## config.mk

```make
export PLATFORM = sky130hd
export DESIGN_NAME = sic_passthru_ctrl
export DESIGN_NICKNAME = d
export VERILOG_FILES = /design/src/rtl/sic_pkg.sv /design/src/rtl/sic_regs.sv /design/src/rtl/sic_route.sv /design/src/rtl/sic_passthru_ctrl.sv
export SDC_FILE = /design/constraint.sdc
export NUM_CORES = 1
export LEC_CHECK = 0
export ABC_AREA = 1
export BUFFER_PORTS_ARGS = -buffer_cell sky130_fd_sc_hd__buf_4
export CORE_AREA = 2 2 105 107
export CTS_CLUSTER_DIAMETER = 200
export DETAILED_ROUTE_END_ITERATION = 8
export DIE_AREA = 0 0 107 109
export GPL_TIMING_DRIVEN = 0
export PLACE_DENSITY = 0.81
export SETUP_SLACK_MARGIN = 0.05
export SYNTH_ARGS = -nofsm -noshare
export SYNTH_HDL_FRONTEND = slang
export SYNTH_SLANG_ARGS = --single-unit
export TNS_END_PERCENT = 50
```

## constraint.sdc

```tcl
create_clock -name clk -period 2.05 [get_ports clk]
set_clock_uncertainty 0.05 [all_clocks]
set_input_delay 0.1025 -clock clk [delete_from_list [all_inputs] [get_ports clk]]
set_output_delay 0.1025 -clock clk [all_outputs]
set_load 0.1 [all_outputs]
```

## src/rtl/sic_pkg.sv

```systemverilog
package sic_pkg;
  typedef enum logic [3:0] {
    IDX_MSTAT = 4'd0,
    IDX_RAW   = 4'd1,
    IDX_ENSET = 4'd2,
    IDX_ENCLR = 4'd3,
    IDX_SWSET = 4'd4,
    IDX_SWCLR = 4'd5,
    IDX_PTSET = 4'd8,
    IDX_PTCLR = 4'd9
  } reg_idx_e;
endpackage

```

## src/rtl/sic_regs.sv

```systemverilog
module sic_regs #(
  parameter int unsigned N     = 32,
  parameter int unsigned AW    = 10,
  parameter int unsigned PT_LO = 21,
  parameter int unsigned PT_HI = 30
) (
  input  logic          clk,
  input  logic          rst,
  input  logic          bus_req,
  input  logic          bus_we,
  input  logic [AW-1:0] bus_addr,
  input  logic [31:0]   bus_wdata,
  input  logic [N-1:0]  irq_in,
  output logic [N-1:0]  raw_lv,
  output logic [N-1:0]  en_mask,
  output logic [N-1:0]  pt_en,
  output logic [31:0]   bus_rdata
);
  import sic_pkg::*;

  function automatic logic [N-1:0] range_mask();
    logic [N-1:0] m;
    m = '0;
    for (int i = 0; i < int'(N); i++)
      if (i >= int'(PT_LO) && i <= int'(PT_HI)) m[i] = 1'b1;
    return m;
  endfunction

  localparam logic [N-1:0] PT_MASK = range_mask();

  logic          swi_q;
  logic          page_hit;
  logic          wr_hit;
  logic          rd_hit;
  logic [3:0]    idx;
  logic [N-1:0]  wval;

  assign idx      = bus_addr[3:0];
  assign page_hit = (bus_addr[AW-1:4] == '0);
  assign wr_hit   = bus_req && bus_we && page_hit;
  assign rd_hit   = bus_req && !bus_we && page_hit;
  assign wval     = bus_wdata[N-1:0];
  assign raw_lv   = irq_in | {{(N-1){1'b0}}, swi_q};

  always_ff @(posedge clk) begin
    if (rst) begin
      en_mask <= '0;
      pt_en   <= '0;
      swi_q   <= 1'b0;
    end else if (wr_hit) begin
      case (idx)
        IDX_ENSET: en_mask <= en_mask | wval;
        IDX_ENCLR: en_mask <= en_mask & ~wval;
        IDX_SWSET: if (bus_wdata != '0) swi_q <= 1'b1;
        IDX_SWCLR: if (bus_wdata != '0) swi_q <= 1'b0;
        IDX_PTSET: pt_en   <= pt_en | (wval & PT_MASK);
        IDX_PTCLR: pt_en   <= pt_en & ~wval;
        default: ;
      endcase
    end
  end

  always_ff @(posedge clk) begin
    if (rst) begin
      bus_rdata <= '0;
    end else begin
      bus_rdata <= '0;
      if (rd_hit) begin
        case (idx)
          IDX_MSTAT: bus_rdata <= 32'(raw_lv & en_mask);
          IDX_RAW:   bus_rdata <= 32'(raw_lv);
          IDX_ENSET: bus_rdata <= 32'(en_mask);
          IDX_SWSET: bus_rdata <= {31'b0, raw_lv[0]};
          IDX_PTSET: bus_rdata <= 32'(pt_en);
          default:   bus_rdata <= '0;
        endcase
      end
    end
  end

  p_enset_r4: assert property (@(posedge clk) disable iff (rst)
    (bus_req && bus_we && bus_addr == AW'(2)) |=>
      en_mask == ($past(en_mask) | $past(bus_wdata[N-1:0])));

  p_enclr_r4: assert property (@(posedge clk) disable iff (rst)
    (bus_req && bus_we && bus_addr == AW'(3)) |=>
      en_mask == ($past(en_mask) & ~$past(bus_wdata[N-1:0])));

  p_swset_r5: assert property (@(posedge clk) disable iff (rst)
    (bus_req && bus_we && bus_addr == AW'(4) && bus_wdata != '0) |=> raw_lv[0]);

  p_ptset_r6: assert property (@(posedge clk) disable iff (rst)
    (bus_req && bus_we && bus_addr == AW'(8)) |=>
      pt_en == ($past(pt_en) | ($past(bus_wdata[N-1:0]) & PT_MASK)));

  p_rd_idle_r3: assert property (@(posedge clk) disable iff (rst)
    !(bus_req && !bus_we) |=> bus_rdata == '0);

  p_undef_wr_r9: assert property (@(posedge clk) disable iff (rst)
    (bus_req && bus_we && !(bus_addr == AW'(2) || bus_addr == AW'(3) ||
     bus_addr == AW'(4) || bus_addr == AW'(5) || bus_addr == AW'(8) ||
     bus_addr == AW'(9))) |=> ($stable(en_mask) && $stable(pt_en)));
endmodule

```

## src/rtl/sic_route.sv

```systemverilog
module sic_route #(
  parameter int unsigned N     = 32,
  parameter int unsigned PT_LO = 21,
  parameter int unsigned PT_HI = 30,
  parameter int unsigned CMB   = 31
) (
  input  logic         clk,
  input  logic         rst,
  input  logic [N-1:0] raw_lv,
  input  logic [N-1:0] en_mask,
  input  logic [N-1:0] pt_en,
  output logic [N-1:0] irq_out
);
  for (genvar g = 0; g < int'(N); g++) begin : g_line
    if (g == int'(CMB)) begin : g_cmb
      logic q;
      always_ff @(posedge clk) begin
        if (rst) q <= 1'b0;
        else     q <= |(raw_lv & en_mask);
      end
      assign irq_out[g] = q;

      p_comb_r2: assert property (@(posedge clk) disable iff (rst)
        1'b1 |=> irq_out[g] == $past(|(raw_lv & en_mask)));
    end else if (g >= int'(PT_LO) && g <= int'(PT_HI)) begin : g_pt
      logic q;
      always_ff @(posedge clk) begin
        if (rst) q <= 1'b0;
        else     q <= pt_en[g] & raw_lv[g];
      end
      assign irq_out[g] = q;

      p_pt_copy_r7: assert property (@(posedge clk) disable iff (rst)
        1'b1 |=> irq_out[g] == ($past(pt_en[g]) && $past(raw_lv[g])));
    end else begin : g_off
      assign irq_out[g] = 1'b0;
    end
  end
endmodule

```

## src/rtl/sic_passthru_ctrl.sv

```systemverilog
module sic_passthru_ctrl #(
  parameter int unsigned N_LINES = 32,
  parameter int unsigned ADDR_W  = 10,
  parameter int unsigned PT_LO   = 21,
  parameter int unsigned PT_HI   = 30,
  parameter int unsigned CMB     = N_LINES - 1
) (
  input  logic               clk,
  input  logic               rst,
  input  logic               bus_req,
  input  logic               bus_we,
  input  logic [ADDR_W-1:0]  bus_addr,
  input  logic [31:0]        bus_wdata,
  output logic [31:0]        bus_rdata,
  input  logic [N_LINES-1:0] irq_in,
  output logic [N_LINES-1:0] irq_out
);
  logic [N_LINES-1:0] raw_lv;
  logic [N_LINES-1:0] en_mask;
  logic [N_LINES-1:0] pt_en;

  sic_regs #(.N(N_LINES), .AW(ADDR_W), .PT_LO(PT_LO), .PT_HI(PT_HI)) u_regs (
    .clk       (clk),
    .rst       (rst),
    .bus_req   (bus_req),
    .bus_we    (bus_we),
    .bus_addr  (bus_addr),
    .bus_wdata (bus_wdata),
    .irq_in    (irq_in),
    .raw_lv    (raw_lv),
    .en_mask   (en_mask),
    .pt_en     (pt_en),
    .bus_rdata (bus_rdata)
  );

  sic_route #(.N(N_LINES), .PT_LO(PT_LO), .PT_HI(PT_HI), .CMB(CMB)) u_route (
    .clk     (clk),
    .rst     (rst),
    .raw_lv  (raw_lv),
    .en_mask (en_mask),
    .pt_en   (pt_en),
    .irq_out (irq_out)
  );
endmodule

```

Yosys cells after proc, flatten, opt, wreduce, memory -nomap -nowiden
Index checks and enable logic that the tools add are counted.

Muxes and demuxes: 6. Equality and inequality tests: 9. Reduce and logical (&&, ||, !) cells: 16. Bitwise operators: 18.

Operators by type and width (number): $pmux 32 s5 (1); $pmux 32 s2 (2); $and 32x32->32 (3); $not 32->32 (1); $or 32x1->32 (1); $or 32x31->32 (1); $or 32x32->32 (1); $reduce_bool 32->1 (1); $reduce_or 32->1 (1); $and 1x1->1 (10); $eq 4x2->1 const B (2); $eq 4x3->1 const B (2); $eq 4x4->1 const B (2); $logic_not 6->1 (1); $reduce_bool 2->1 (3); $eq 4x1->1 const B (1); $logic_and 1x1->1 (4); $logic_not 4->1 (1); $ne 2x1->1 const B (2); $reduce_and 2->1 (2); $reduce_and 4->1 (1); $mux 1 (2); $pmux 1 s2 (1); $reduce_or 2->1 (1); other kinds (2) (2).

Bits in registers: 108. Output and inout bits: 64. Input bits: 78. Word-level logic and storage cells: 64.

Logic depth before layout (Yosys ltp)
Gate-level depths: netlist (run 1).

Word-level depth: 5. Depth in mapped cells: 9. Depth with buffers taken out: 9.

Hierarchy
A second synthesis (run 1) with hierarchy kept.

Cell total of the unflattened synthesis: 834. Area total of the unflattened synthesis: 5442.7 µm².

Modules (own cells, without submodules): sic_regs (cells an instance 706, instances 1, sequential area each 1941.9 µm², area each 4660.7 µm²); sic_route (cells an instance 128, instances 1, sequential area each 220.2 µm², area each 782.0 µm²).

Worst setup path after synthesis (run 1)
OpenSTA, ideal clock, no wires.

Path kind: in2reg. Start point: input port bus_addr[7]. End point: register with a tool-made name. Cell stages on the path: 8. Required time: 1.882 ns. Path buffers: 2. Setup slack: 0.826 ns. Arrival: 1.056 ns. Library setup time: 0.118 ns. Cell sequence: nor2_1 nand3_2 nor2_4 nand2_1 buf_4 buf_2 nor3_1 nor2_1.

RTL lines: start: declaration (line sic_passthru_ctrl.sv:12) `input logic [ADDR_W-1:0] bus_addr,`.

Worst setup path after layout (run 1)
Start point: input port bus_addr[0]. End point: register u_regs.bus_rdata[31].

Cells in the longest elaborated chain, start to end: 2. Elaborated cells between the ends (all ways): 6. Classes of those cells: eq/ne (4); mux (1); reduce/logical (1).

RTL lines: $eq 4x4->1 (tied with other cells) (line sic_regs.sv:69) `case (idx)`; $pmux 32 s5 (*) (line sic_regs.sv:69); end signal: assignment (line sic_regs.sv:70) `IDX_MSTAT: bus_rdata <= 32'(raw_lv & en_mask);`; end signal: assignment (line sic_regs.sv:71) `IDX_RAW: bus_rdata <= 32'(raw_lv);`; end signal: assignment (line sic_regs.sv:72) `IDX_ENSET: bus_rdata <= 32'(en_mask);`; end: declaration (line sic_regs.sv:17) `output logic [31:0] bus_rdata`.

Mark *: on every way between the ends. The rest lies on a longest branch, timed or not. A chain may end at the register's enable or synchronous reset.

==> results.rst, run 1 <==
.. list-table::
   :header-rows: 1

   * - Metric
     - Value
   * - Sequential share of power
     - 53.4%
   * - Required time reported for the critical path endpoint
     - 2.29 ns
   * - Switching Share
     - 28.2%
   * - Post-layout min period
     - 1.90 ns
   * - Final worst setup slack
     - 0.147 ns
   * - Period utilisation layout
     - 92.8%
   * - Nature of the critical path startpoint
     - primary input
   * - Maxcap violations
     - 0
   * - Slew @ Worst Pin
     - 0.619 ns
   * - Flops & latches, synth
     - 108
   * - Endpoints failing hold
     - 0
   * - Number of warnings reported in the yosys synthesis log
     - 0
   * - Post-CTS setup buffers
     - 0
   * - Global route total overflow
     - 0
   * - Fraction of power consumed by combinational cells
     - 15.3%
   * - CP Class
     - primary input to flip-flop
   * - Number of non-filler instances in the completed layout
     - 1114
   * - Design internal power
     - 2.82 mW
   * - Worst hold-check slack
     - 0.0193 ns
   * - Pin count of the biggest net entering global routing
     - 17
   * - Setup repair after global routing missed its margin
     - false
   * - Total leakage power
     - 3.13 nW
   * - CTS tree
     - yes
   * - Die H
     - 109 um
   * - Area of the die
     - 11700 sq um
   * - Vias post-DR
     - 5693
   * - Peak Freq
     - 525 MHz
   * - Initial drt markers
     - 694
   * - Power share of the clock group
     - 31.3%
   * - Row cnt
     - 38
   * - Die Span X
     - 107 um
   * - Drc violations
     - 0
   * - Cell area after synthesis
     - 5140 sq um
   * - Unique masters post-synth
     - 25
   * - Pins Over Slew Limit
     - 0
   * - Tightest Hold Check Type
     - primary input to flip-flop
   * - Number of H-tree branching levels
     - 3
   * - Count of input and output buffers
     - 118
   * - Root Driver
     - sky130_fd_sc_hd__clkbuf_8
   * - Number of detailed-routing iterations run before antenna repair
     - 6
   * - Number of nets in the finished design
     - 1047
   * - Number of antenna violations at the first check in global routing
     - 0
   * - Post-Route Setup TNS
     - 0 ns
   * - Max-Slew Margin vs Limit
     - 58.8%
   * - Pwr per Cell Area
     - 565 nW/um^2
   * - Routed WL
     - 16.1 mm
   * - Post-placement cell count
     - 1049
   * - Sink Count
     - 108
   * - Total CTS buffers
     - 9
   * - Post-synthesis sequential area ratio
     - 42.0%
   * - Clk pin slew, worst setup/hold paths
     - 0.10 ns
   * - Adder and majority gate portion of the synthesized area
     - 0%
   * - Filler cells
     - 907
   * - Half-perimeter wire length after detailed placement
     - 11.1 mm
   * - Largest family of logic cells by synthesized area
     - simple AND/OR/NAND/NOR gates
   * - Global-route wire length before repair
     - 25.1 mm
   * - Post-Synth Simple-Gate Area
     - 32.4%
   * - Mux share of post-synthesis cell area
     - 0%
   * - Crit Path Max Fanout
     - 10
   * - Area overhead of the layout relative to synthesis
     - 35.1%
   * - Crit end category
     - flip-flop
   * - Via/cell ratio
     - 5.11
   * - Net switching component of the power
     - 1.11 mW
   * - Post-synthesis share of cell area spent on xor and xnor gates
     - 0%
   * - Initial Util
     - 48.5%
   * - Antenna cells
     - 0
   * - Number of setup violations in the final report
     - 0
   * - Worst EP arrival
     - 2.14 ns
   * - Synthesized-area fraction occupied by ao, oa, aoi and oai cells
     - 12.3%
   * - Vias in the first global route
     - 5125
   * - Overall track demand over capacity in global routing
     - 28.0%
   * - Top-level port count
     - 142
   * - Largest voltage drop on the vdd net
     - 0.000291 V
   * - Clock latency on the worst-skew pair
     - 0.38 ns
   * - Clock buffer depth
     - 2
   * - Share of post-route cells with drive strength above 1
     - 19.7%
   * - Placeable Area
     - 10600 sq um
   * - Wire per inst
     - 14.4 um
   * - Synthesized area per cell
     - 6.67 sq um
   * - GPL Wtd Cong
     - 0.950
   * - Outcome
     - complete, no violations
   * - Worst-case setup slack after placement
     - 0.322 ns
   * - ANT nets after route
     - 0
   * - Gate Count Post-Synth
     - 771
## what timing repair did
item	in CTS	in global routing
hold buffers	49	0
endpoints found under the hold margin	57	0
gates resized for setup	0	0
## Yosys cell counts
| cell type | instances | area, sq um |
|---|---|---|
| sky130_fd_sc_hd__buf_4 | 33 | 248 |
| sky130_fd_sc_hd__a21oi_1 | 33 | 165 |
| sky130_fd_sc_hd__nor2_1 | 139 | 522 |
| sky130_fd_sc_hd__o21ai_1 | 14 | 70.1 |
| sky130_fd_sc_hd__o211ai_1 | 1 | 7.51 |
| sky130_fd_sc_hd__and2_0 | 2 | 12.5 |
| sky130_fd_sc_hd__nor3b_1 | 1 | 7.51 |
| sky130_fd_sc_hd__inv_2 | 3 | 11.3 |
| sky130_fd_sc_hd__a31oi_1 | 16 | 100 |
| sky130_fd_sc_hd__inv_1 | 66 | 248 |
| sky130_fd_sc_hd__nand2_1 | 204 | 766 |
| sky130_fd_sc_hd__o2111ai_1 | 11 | 96.3 |
| sky130_fd_sc_hd__buf_1 | 3 | 11.3 |
| sky130_fd_sc_hd__buf_6 | 2 | 22.5 |
| sky130_fd_sc_hd__clkbuf_1 | 15 | 56.3 |
| sky130_fd_sc_hd__dfxtp_1 | 108 | 2160 |
| sky130_fd_sc_hd__nand4_1 | 5 | 31.3 |
| sky130_fd_sc_hd__conb_1 | 1 | 3.75 |
| sky130_fd_sc_hd__buf_2 | 16 | 80.1 |
| sky130_fd_sc_hd__nor3_1 | 36 | 180 |
| sky130_fd_sc_hd__nand3_2 | 2 | 20.0 |
| sky130_fd_sc_hd__nor2_4 | 3 | 33.8 |
| sky130_fd_sc_hd__nor3_2 | 1 | 10.0 |
| sky130_fd_sc_hd__o21ai_0 | 39 | 195 |
| sky130_fd_sc_hd__nand3_1 | 17 | 85.1 |
## final timing paths
kind | from | endpoint | slack [ns] | depth (start not counted)
min | bus_wdata[23] | flip-flop | 0.02 | 4
max reg2reg | u_regs.swi_q | u_route.g_line[31].g_cmb.q | 0.85 | 6
min reg2reg | u_regs.pt_en[10] | u_regs.pt_en[10] | 0.39 | 2
max | bus_addr[0] | u_regs.bus_rdata[31] | 0.15 | 8
## cell families after synthesis
logic type | count (synthesis)
simple gates | 410
buf+inv | 138
compound gates | 114
flops | 108
other cells | 1
## critical path: stages
cell	delay, ns
sky130_fd_sc_hd__dlygate4sd3_1	0.53
sky130_fd_sc_hd__buf_4	0.14
sky130_fd_sc_hd__inv_2	0.15
sky130_fd_sc_hd__nand3_2	0.25
sky130_fd_sc_hd__nand3_1	0.17
sky130_fd_sc_hd__nand4_1	0.24
sky130_fd_sc_hd__buf_2	0.31
sky130_fd_sc_hd__a31oi_1	0.25
## layer usage
layer | GRT usage (%) | routed length, um | vias up
li1 | - | - | 2784
met1 | 36.3 | 6310 | 2507
met2 | 45.0 | 7450 | 361
met3 | 6.10 | 1860 | 41
met4 | 12.3 | 451 | 0
met5 | 0 | 0 | -
## power by group through the flow
stage	Combinational (mW)	Clock, mW	Sequential (mW)
after floorplan	0.313	0	2.15
final	0.603	1.23	2.10
after global routing	0.635	1.32	2.10
after CTS	0.592	1.24	2.10
after global placement	0.514	0	2.15
after detailed placement	0.515	0	2.15
## cell usage in the layout (no fill, tap or decap), drive strengths merged
master and instances:
a21oi 33, a31oi 16, and2 2, buf 172, clkbuf 28, clkinv 2
clkinvlp 1, conb 21, dfxtp 108, dlygate4sd3 49, inv 69, nand2 204
nand3 19, nand4 5, nor2 142, nor3 37, nor3b 1, o2111ai 11
o211ai 1, o21ai 53
## metrics by stage
| stage | utilization, % | total power [mW] | cell area [sq um] |
|---|---|---|---|
| 3_3_place_gp | 59.2 | 2.66 | 6280 |
| 3_5_place_dp | 59.2 | 2.66 | 6280 |
| 6_report | 65.6 | 3.93 | 6950 |
| 2_1_floorplan | - | 2.46 | 5220 |
| 4_1_cts | 65.6 | 3.93 | 6950 |
| 5_1_grt | 65.6 | 4.05 | 6950 |
## cell type report
type,count,area [sq um],area share (%)
Buffer,69,418,6.01
Clock buffer,13,159,2.29
Clock inverter,3,21.3,0.306
Inverter,69,259,3.73
Multi-Input combinational cell,545,2380,34.3
Sequential cell,108,2160,31.1
Tap cell,140,175,2.52
Timing Repair Buffer,167,1380,19.8
Note: power is estimated with default switching activity, not from simulation.
==> inputs of run 2 (changes only) <==
--- a/config.mk
+++ b/config.mk
@@ -7,12 +7,14 @@
 export LEC_CHECK = 0
 export ABC_AREA = 1
 export BUFFER_PORTS_ARGS = -buffer_cell sky130_fd_sc_hd__buf_4
-export CORE_AREA = 2 2 105 107
+export CELL_PAD_IN_SITES_DETAIL_PLACEMENT = 0
+export CELL_PAD_IN_SITES_GLOBAL_PLACEMENT = 1
+export CORE_AREA = 2 2 118 120
 export CTS_CLUSTER_DIAMETER = 200
 export DETAILED_ROUTE_END_ITERATION = 8
-export DIE_AREA = 0 0 107 109
+export DIE_AREA = 0 0 120 122
 export GPL_TIMING_DRIVEN = 0
-export PLACE_DENSITY = 0.81
+export PLACE_DENSITY = 0.9
 export SETUP_SLACK_MARGIN = 0.05
 export SYNTH_ARGS = -nofsm -noshare
 export SYNTH_HDL_FRONTEND = slang
==> run 2 against run 1 <==
Sequential power hardly changed. Sequential cell count unchanged. Total power increased by 18%. Critical path depth unchanged. Largest cell class unchanged. The flow now finishes with violations (hold timing).
==> results.rst, run 2 (same netlist as run 1, synthesis figures left out) <==
.. list-table::
   :header-rows: 1

   * - Metric
     - Value
   * - Peak Freq
     - 533 MHz (was 525 MHz)
   * - Max-Slew Margin vs Limit
     - 55.7% (was 58.8%)
   * - Number of detailed-routing iterations run before antenna repair
     - 7 (was 6)
   * - Clk pin slew, worst setup/hold paths
     - 0.07 ns (was 0.10 ns)
   * - CP Class
     - primary input to flip-flop (unchanged)
   * - Post-Route Setup TNS
     - 0 ns (unchanged)
   * - Area of the die
     - 14600 sq um (was 11700 sq um)
   * - Post-layout min period
     - 1.88 ns (was 1.90 ns)
   * - ANT nets after route
     - 0 (unchanged)
   * - Required time reported for the critical path endpoint
     - 2.27 ns (was 2.29 ns)
   * - Crit Path Max Fanout
     - 10 (unchanged)
   * - Row cnt
     - 43 (was 38)
   * - Total CTS buffers
     - 9 (unchanged)
   * - Number of antenna violations at the first check in global routing
     - 1 (was 0)
   * - Most common library cell in the layout ignoring fill and taps
     - sky130_fd_sc_hd__nand2_1 (unchanged)
   * - Half-perimeter wire length after detailed placement
     - 11.9 mm (was 11.1 mm)
   * - Initial Util
     - 38.1% (was 48.5%)
   * - CTS tree
     - yes (unchanged)
   * - Routed WL
     - 17.3 mm (was 16.1 mm)
   * - Vias in the first global route
     - 5099 (was 5125)
   * - Number of setup violations in the final report
     - 0 (unchanged)
   * - GR peak layer
     - met2 (unchanged)
   * - Crit end category
     - flip-flop (unchanged)
   * - Nature of the critical path startpoint
     - primary input (unchanged)
   * - Root Driver
     - sky130_fd_sc_hd__clkbuf_16 (was sky130_fd_sc_hd__clkbuf_8)
   * - Clock buffer depth
     - 2 (unchanged)
   * - Global-route track usage on met3
     - 4.35% (was 6.10%)
   * - Sink Count
     - 108 (unchanged)
   * - Die H
     - 122 um (was 109 um)
   * - Cell breakdown of the critical path
     - dlygate4sd3_1 > buf_4 > inv_2 > nand3_4 > nand3_1 > nand4_1 > clkbuf_4 > a21oi_1 (was dlygate4sd3_1 > buf_4 > inv_2 > nand3_2 > nand3_1 > nand4_1 > buf_2 > a31oi_1)
   * - Drc violations
     - 0 (unchanged)
   * - Pins Over Slew Limit
     - 0 (unchanged)
   * - Met1 Use GR
     - 31.9% (was 36.3%)
   * - Number of H-tree branching levels
     - 3 (unchanged)
   * - Placeable Area
     - 13500 sq um (was 10600 sq um)
   * - Worst EP arrival
     - 2.09 ns (was 2.14 ns)
   * - Endpoints failing hold
     - 1 (was 0)
   * - Slew @ Worst Pin
     - 0.664 ns (was 0.619 ns)
   * - Crit-path max cell delay
     - 0.53 ns (about the same)
   * - Share of post-route cells with drive strength above 1
     - 19.9% (was 19.7%)
   * - Number of nets in the finished design
     - 1046 (was 1047)
   * - Antenna cells
     - 0 (unchanged)
   * - Period utilisation layout
     - 91.5% (was 92.8%)
   * - Count of input and output buffers
     - 118 (unchanged)
   * - Outcome
     - finished with violations (was complete, no violations)
   * - Area overhead of the layout relative to synthesis
     - 38.7% (was 35.1%)
   * - Worst-case setup slack after placement
     - 0.218 ns (was 0.322 ns)
   * - Total leakage power
     - 3.20 nW (was 3.13 nW)
   * - Final worst setup slack
     - 0.174 ns (was 0.147 ns)
   * - Violations in the final reports
     - hold timing
   * - Wire per inst
     - 15.0 um (was 14.4 um)
   * - Vias post-DR
     - 5543 (was 5693)
   * - Clock latency on the worst-skew pair
     - 0.37 ns (was 0.38 ns)
   * - Crit path buffers/inverters
     - 4 (unchanged)
   * - Pwr per Cell Area
     - 647 nW/um^2 (was 565 nW/um^2)
   * - Global-route wire length before repair
     - 26.6 mm (was 25.1 mm)
   * - Top-level port count
     - 142 (unchanged)
   * - Worst hold-check slack
     - -0.0131 ns (was 0.0193 ns)
   * - Most frequent cells in the layout
     - sky130_fd_sc_hd__nand2_1, sky130_fd_sc_hd__buf_4, sky130_fd_sc_hd__nor2_1, sky130_fd_sc_hd__dfxtp_1, sky130_fd_sc_hd__inv_1 (unchanged)
   * - Overall power consumption
     - 4.62 mW (was 3.93 mW)
   * - Maxcap violations
     - 0 (unchanged)
   * - Pin count of the biggest net entering global routing
     - 17 (unchanged)
   * - Global route total overflow
     - 0 (unchanged)
   * - R2R setup slack
     - 0.80 ns (was 0.85 ns)
   * - GPL Wtd Cong
     - 0.915 (was 0.950)
   * - Tightest Hold Check Type
     - primary input to flip-flop (unchanged)
   * - CP top delay family
     - buffers and inverters (unchanged)
   * - Max stage delay cell, worst path
     - sky130_fd_sc_hd__dlygate4sd3_1 (unchanged)
   * - Largest voltage drop on the vdd net
     - 0.000368 V (was 0.000291 V)
   * - Final Cell Area
     - 7140 sq um (was 6950 sq um)
   * - Setup repair after global routing missed its margin
     - false (unchanged)
   * - Placement-stage cell area
     - 6330 sq um (was 6280 sq um)
   * - Met2 usage in global routing
     - 38.5% (was 45.0%)
   * - Via/cell ratio
     - 4.81 (was 5.11)
   * - Initial drt markers
     - 482 (was 694)
   * - Overall track demand over capacity in global routing
     - 23.8% (was 28.0%)
   * - Die Span X
     - 120 um (was 107 um)
run 2: where the power goes:
| group | total, mW | switching, mW | internal (mW) |
|---|---|---|---|
| combinational | 0.604 | 0.393 | 0.211 |
| clock | 1.92 | 0.811 | 1.10 |
| sequential | 2.10 | 0.000234 | 2.10 |
| total | 4.62 | 1.20 | 3.41 |
run 2: cell type report:
type	instances	area, sq um
Tap cell	180	225
Clock buffer	12	246
Buffer	69	423
Multi-Input combinational cell	545	2390
Inverter	69	259
Timing Repair Buffer	166	1360
Sequential cell	108	2160
Fill cell	1370	6370
Clock inverter	4	72.6
run 2: layer usage:
layer | part of all wire [%] | vias up | wire [um]
li1 | - | 2796 | -
met5 | 0 | - | 0
met4 | 2.4 | 0 | 419
met1 | 45 | 2476 | 7700
met3 | 7.6 | 30 | 1320
met2 | 45 | 241 | 7860
run 2: what timing repair did:
item	CTS	global route
setup buffers	0	2
gates resized for setup	0	3
hold endpoints to repair	50	0
endpoints found under the setup margin	0	19
hold buffers	46	0
run 2: worst min-delay path: stages:
cell and delay (ns):
sky130_fd_sc_hd__buf_4 0.08, sky130_fd_sc_hd__a21oi_1 0.05, sky130_fd_sc_hd__a21oi_1 0.12
run 2: final timing paths:
path                            cells past startpoint                    endpoint              from
worst max-delay path                                8        u_regs.bus_rdata[11]       bus_addr[0]
worst min-delay path                                3         u_regs.bus_rdata[2]         irq_in[2]
worst max register to register                      6  u_route.g_line[31].g_cmb.q      u_regs.swi_q
worst min register to register                      2            u_regs.pt_en[13]  u_regs.pt_en[13]
run 2: stage by stage:
step	instances	utilization [%]
finish	1153	52.9
global route	1153	52.9
CTS	1151	52.7
detailed placement	1089	46.9
global placement	1089	46.9
floorplan	791	-
==> inputs of run 3 (changes only) <==
--- a/config.mk
+++ b/config.mk
@@ -13,7 +13,6 @@
 export CTS_CLUSTER_DIAMETER = 200
 export DETAILED_ROUTE_END_ITERATION = 8
 export DIE_AREA = 0 0 120 122
-export GPL_TIMING_DRIVEN = 0
 export PLACE_DENSITY = 0.9
 export SETUP_SLACK_MARGIN = 0.05
 export SYNTH_ARGS = -nofsm -noshare
==> run 3 against run 2 <==
The flow now finishes without violations. Setup slack gained 0.13 ns. Largest power group unchanged. Maximum frequency grew 7.2%. Die area is the same. Critical endpoint is now u_regs.bus_rdata[9]. Routed wire length shrank 9.6%. Register-to-register slack gained 0.04 ns. Total power shrank 5.9%. Clock power shrank 12%. Core utilization shrank 2.2 points. Highest routed layer unchanged. Sequential share of layout area grew 1.3 points.
==> results.rst, run 3 (same netlist as run 1, synthesis figures left out) <==
.. list-table::
   :header-rows: 1

   * - Metric
     - Value
   * - Post-layout min period
     - 1.75 ns (was 1.88 ns)
   * - Die H
     - 122 um (unchanged)
   * - Antenna cells
     - 0 (unchanged)
   * - Area of the multi-input gates
     - 2380 sq um (was 2390 sq um)
   * - Pin count of the biggest net entering global routing
     - 35 (was 17)
   * - Endpoints failing hold
     - 0 (was 1)
   * - Via/cell ratio
     - 4.80 (was 4.81)
   * - Count of input and output buffers
     - 120 (was 118)
   * - Root Driver
     - sky130_fd_sc_hd__clkbuf_16 (unchanged)
   * - Wire per inst
     - 14.2 um (was 15.0 um)
   * - Switching Share
     - 27.4% (was 26.1%)
   * - Final standard cell utilization of the core
     - 50.6% (was 52.9%)
   * - Fraction of power consumed by combinational cells
     - 13.1% (about the same)
   * - Net switching component of the power
     - 1.19 mW (was 1.20 mW)
   * - Post-Route Setup TNS
     - 0 ns (unchanged)
   * - Vias post-DR
     - 5288 (was 5543)
   * - Post-CTS setup buffers
     - 0 (unchanged)
   * - Number of H-tree branching levels
     - 3 (unchanged)
   * - Overall power consumption
     - 4.34 mW (was 4.62 mW)
   * - Worst setup endpoint
     - u_regs.bus_rdata[9] (was u_regs.bus_rdata[11])
   * - Total leakage power
     - 3.00 nW (was 3.20 nW)
   * - Clock latency on the worst-skew pair
     - 0.36 ns (was 0.37 ns)
   * - Source of the worst register-to-register timing path
     - u_regs.swi_q (unchanged)
   * - Most common library cell in the layout ignoring fill and taps
     - sky130_fd_sc_hd__nand2_1 (unchanged)
   * - Source of the critical timing path
     - bus_addr[0] (unchanged)
   * - Period utilisation layout
     - 85.4% (was 91.5%)
   * - Clk pin slew, worst setup/hold paths
     - 0.07 ns (about the same)
   * - Routed WL
     - 15.6 mm (was 17.3 mm)
   * - Filler cells
     - 1354 (was 1370)
   * - Initial drt markers
     - 324 (was 482)
   * - Number of setup violations in the final report
     - 0 (unchanged)
   * - Overall track demand over capacity in global routing
     - 21.3% (was 23.8%)
   * - Top-level port count
     - 142 (unchanged)
   * - Sequential share of power
     - 48.3% (was 45.4%)
   * - Global route total overflow
     - 0 (unchanged)
   * - Area used by sequential logic in the layout
     - 2160 sq um (unchanged)
   * - Row cnt
     - 43 (unchanged)
   * - Sink Count
     - 108 (unchanged)
   * - Placement-stage cell area
     - 6080 sq um (was 6330 sq um)
   * - ANT nets after route
     - 0 (unchanged)
   * - Pwr per Cell Area
     - 635 nW/um^2 (was 647 nW/um^2)
   * - GPL Wtd Cong
     - 0.820 (was 0.915)
   * - Tightest Hold Check Type
     - primary input to flip-flop (unchanged)
   * - Number of antenna violations at the first check in global routing
     - 0 (was 1)
   * - Nature of the critical path startpoint
     - primary input (unchanged)
   * - Number of detailed-routing iterations run before antenna repair
     - 5 (was 7)
   * - Most frequent cells in the layout
     - sky130_fd_sc_hd__nand2_1, sky130_fd_sc_hd__nor2_1, sky130_fd_sc_hd__buf_4, sky130_fd_sc_hd__dfxtp_1, sky130_fd_sc_hd__inv_1 (was sky130_fd_sc_hd__nand2_1, sky130_fd_sc_hd__buf_4, sky130_fd_sc_hd__nor2_1, sky130_fd_sc_hd__dfxtp_1, sky130_fd_sc_hd__inv_1)
   * - Share of post-route cells with drive strength above 1
     - 17.5% (was 19.9%)
   * - Initial Util
     - 38.1% (unchanged)
   * - Half-perimeter wire length after detailed placement
     - 10.7 mm (was 11.9 mm)
   * - Largest voltage drop on the vdd net
     - 0.000444 V (was 0.000368 V)
   * - Total CTS buffers
     - 9 (unchanged)
   * - Crit Path Max Fanout
     - 32 (was 10)
   * - Worst EP arrival
     - 1.97 ns (was 2.09 ns)
   * - Area overhead of the layout relative to synthesis
     - 32.9% (was 38.7%)
   * - Number of non-filler instances in the completed layout
     - 1102 (was 1153)
   * - Global-route wire length before repair
     - 24.2 mm (was 26.6 mm)
   * - Crit end category
     - flip-flop (unchanged)
   * - Clock buffer depth
     - 2 (unchanged)
   * - Post-placement cell count
     - 1038 (was 1089)
   * - Placeable Area
     - 13500 sq um (unchanged)
   * - Number of nets in the finished design
     - 995 (was 1046)
   * - Power share of the clock group
     - 38.6% (was 41.5%)
   * - Required time reported for the critical path endpoint
     - 2.27 ns (about the same)
   * - Pins Over Slew Limit
     - 0 (unchanged)
   * - CTS tree
     - yes (unchanged)
   * - Drc violations
     - 0 (unchanged)
   * - Final Cell Area
     - 6840 sq um (was 7140 sq um)
   * - Area of the die
     - 14600 sq um (unchanged)
   * - Setup repair after global routing missed its margin
     - false (unchanged)
   * - Crit Reg-Reg Endpoint
     - u_route.g_line[31].g_cmb.q (unchanged)
   * - CP Class
     - primary input to flip-flop (unchanged)
   * - Outcome
     - complete, no violations (was finished with violations)
   * - R2R setup slack
     - 0.84 ns (was 0.80 ns)
   * - Die Span X
     - 120 um (unchanged)
   * - Maxcap violations
     - 0 (unchanged)
   * - Peak Freq
     - 571 MHz (was 533 MHz)
   * - Design internal power
     - 3.15 mW (was 3.41 mW)
   * - Cell count of the worst reg-to-reg path
     - 6 (unchanged)
   * - Vias in the first global route
     - 4815 (was 5099)
## run 3: power groups by stage
stage               clock, mW  combinational, mW  sequential (mW)
floorplan                   0              0.313             2.15
global placement            0              0.494             2.15
detailed placement          0              0.492             2.15
CTS                      1.70              0.566             2.10
global route             1.76              0.604             2.10
finish                   1.68              0.568             2.10
## run 3: worst max-delay path, stage by stage
cell and delay [ns]:
sky130_fd_sc_hd__dlygate4sd3_1 0.53, sky130_fd_sc_hd__buf_4 0.14, sky130_fd_sc_hd__inv_2 0.24, sky130_fd_sc_hd__nand3_2 0.22, sky130_fd_sc_hd__nand3_1 0.14, sky130_fd_sc_hd__nand4_1 0.08, sky130_fd_sc_hd__buf_4 0.28, sky130_fd_sc_hd__a31oi_1 0.23
## run 3: layout make-up
cell class	instances	area share, %
clock buffer	11	3.55
sequential	108	31.6
tap	180	3.29
inverter	69	3.79
multi-input combinational	545	34.9
clock inverter	5	0.531
timing repair buffer	184	22.3
## run 3: worst min path at each step
| stage | depth (start not counted) | end | startpoint | slack, ns |
|---|---|---|---|---|
| 2_1_floorplan | 2 | u_route.g_line[25].g_pt.q | irq_in[25] | 0.16 |
| 3_3_place_gp | 3 | u_route.g_line[23].g_pt.q | irq_in[23] | 0.30 |
| 3_5_place_dp | 3 | u_route.g_line[24].g_pt.q | irq_in[24] | 0.30 |
| 4_1_cts | 3 | u_regs.bus_rdata[20] | irq_in[20] | 0.008 |
| 5_1_grt | 3 | u_regs.bus_rdata[9] | irq_in[9] | 0.02 |
| 6_report | 3 | u_regs.bus_rdata[7] | irq_in[7] | 0.01 |
## run 3: stage by stage
stage	setup slack, ns	hold WS, ns
6_report	0.300	0.0142
4_1_cts	0.318	0.00784
5_1_grt	0.137	0.0196
3_3_place_gp	0.438	0.299
2_1_floorplan	0.826	0.164
3_5_place_dp	0.390	0.301
## run 3: timing repair
item	CTS	global route
hold endpoints to repair	54	0
resized for setup	0	0
hold buffers	48	0
## run 3: metal layers
layer | track usage, % | routed length [um] | vias up
met5 | 0 | 0 | -
met3 | 2.72 | 846 | 19
met1 | 28.2 | 7260 | 2420
met2 | 35.5 | 7250 | 161
li1 | - | - | 2688
met4 | 8.09 | 282 | 0
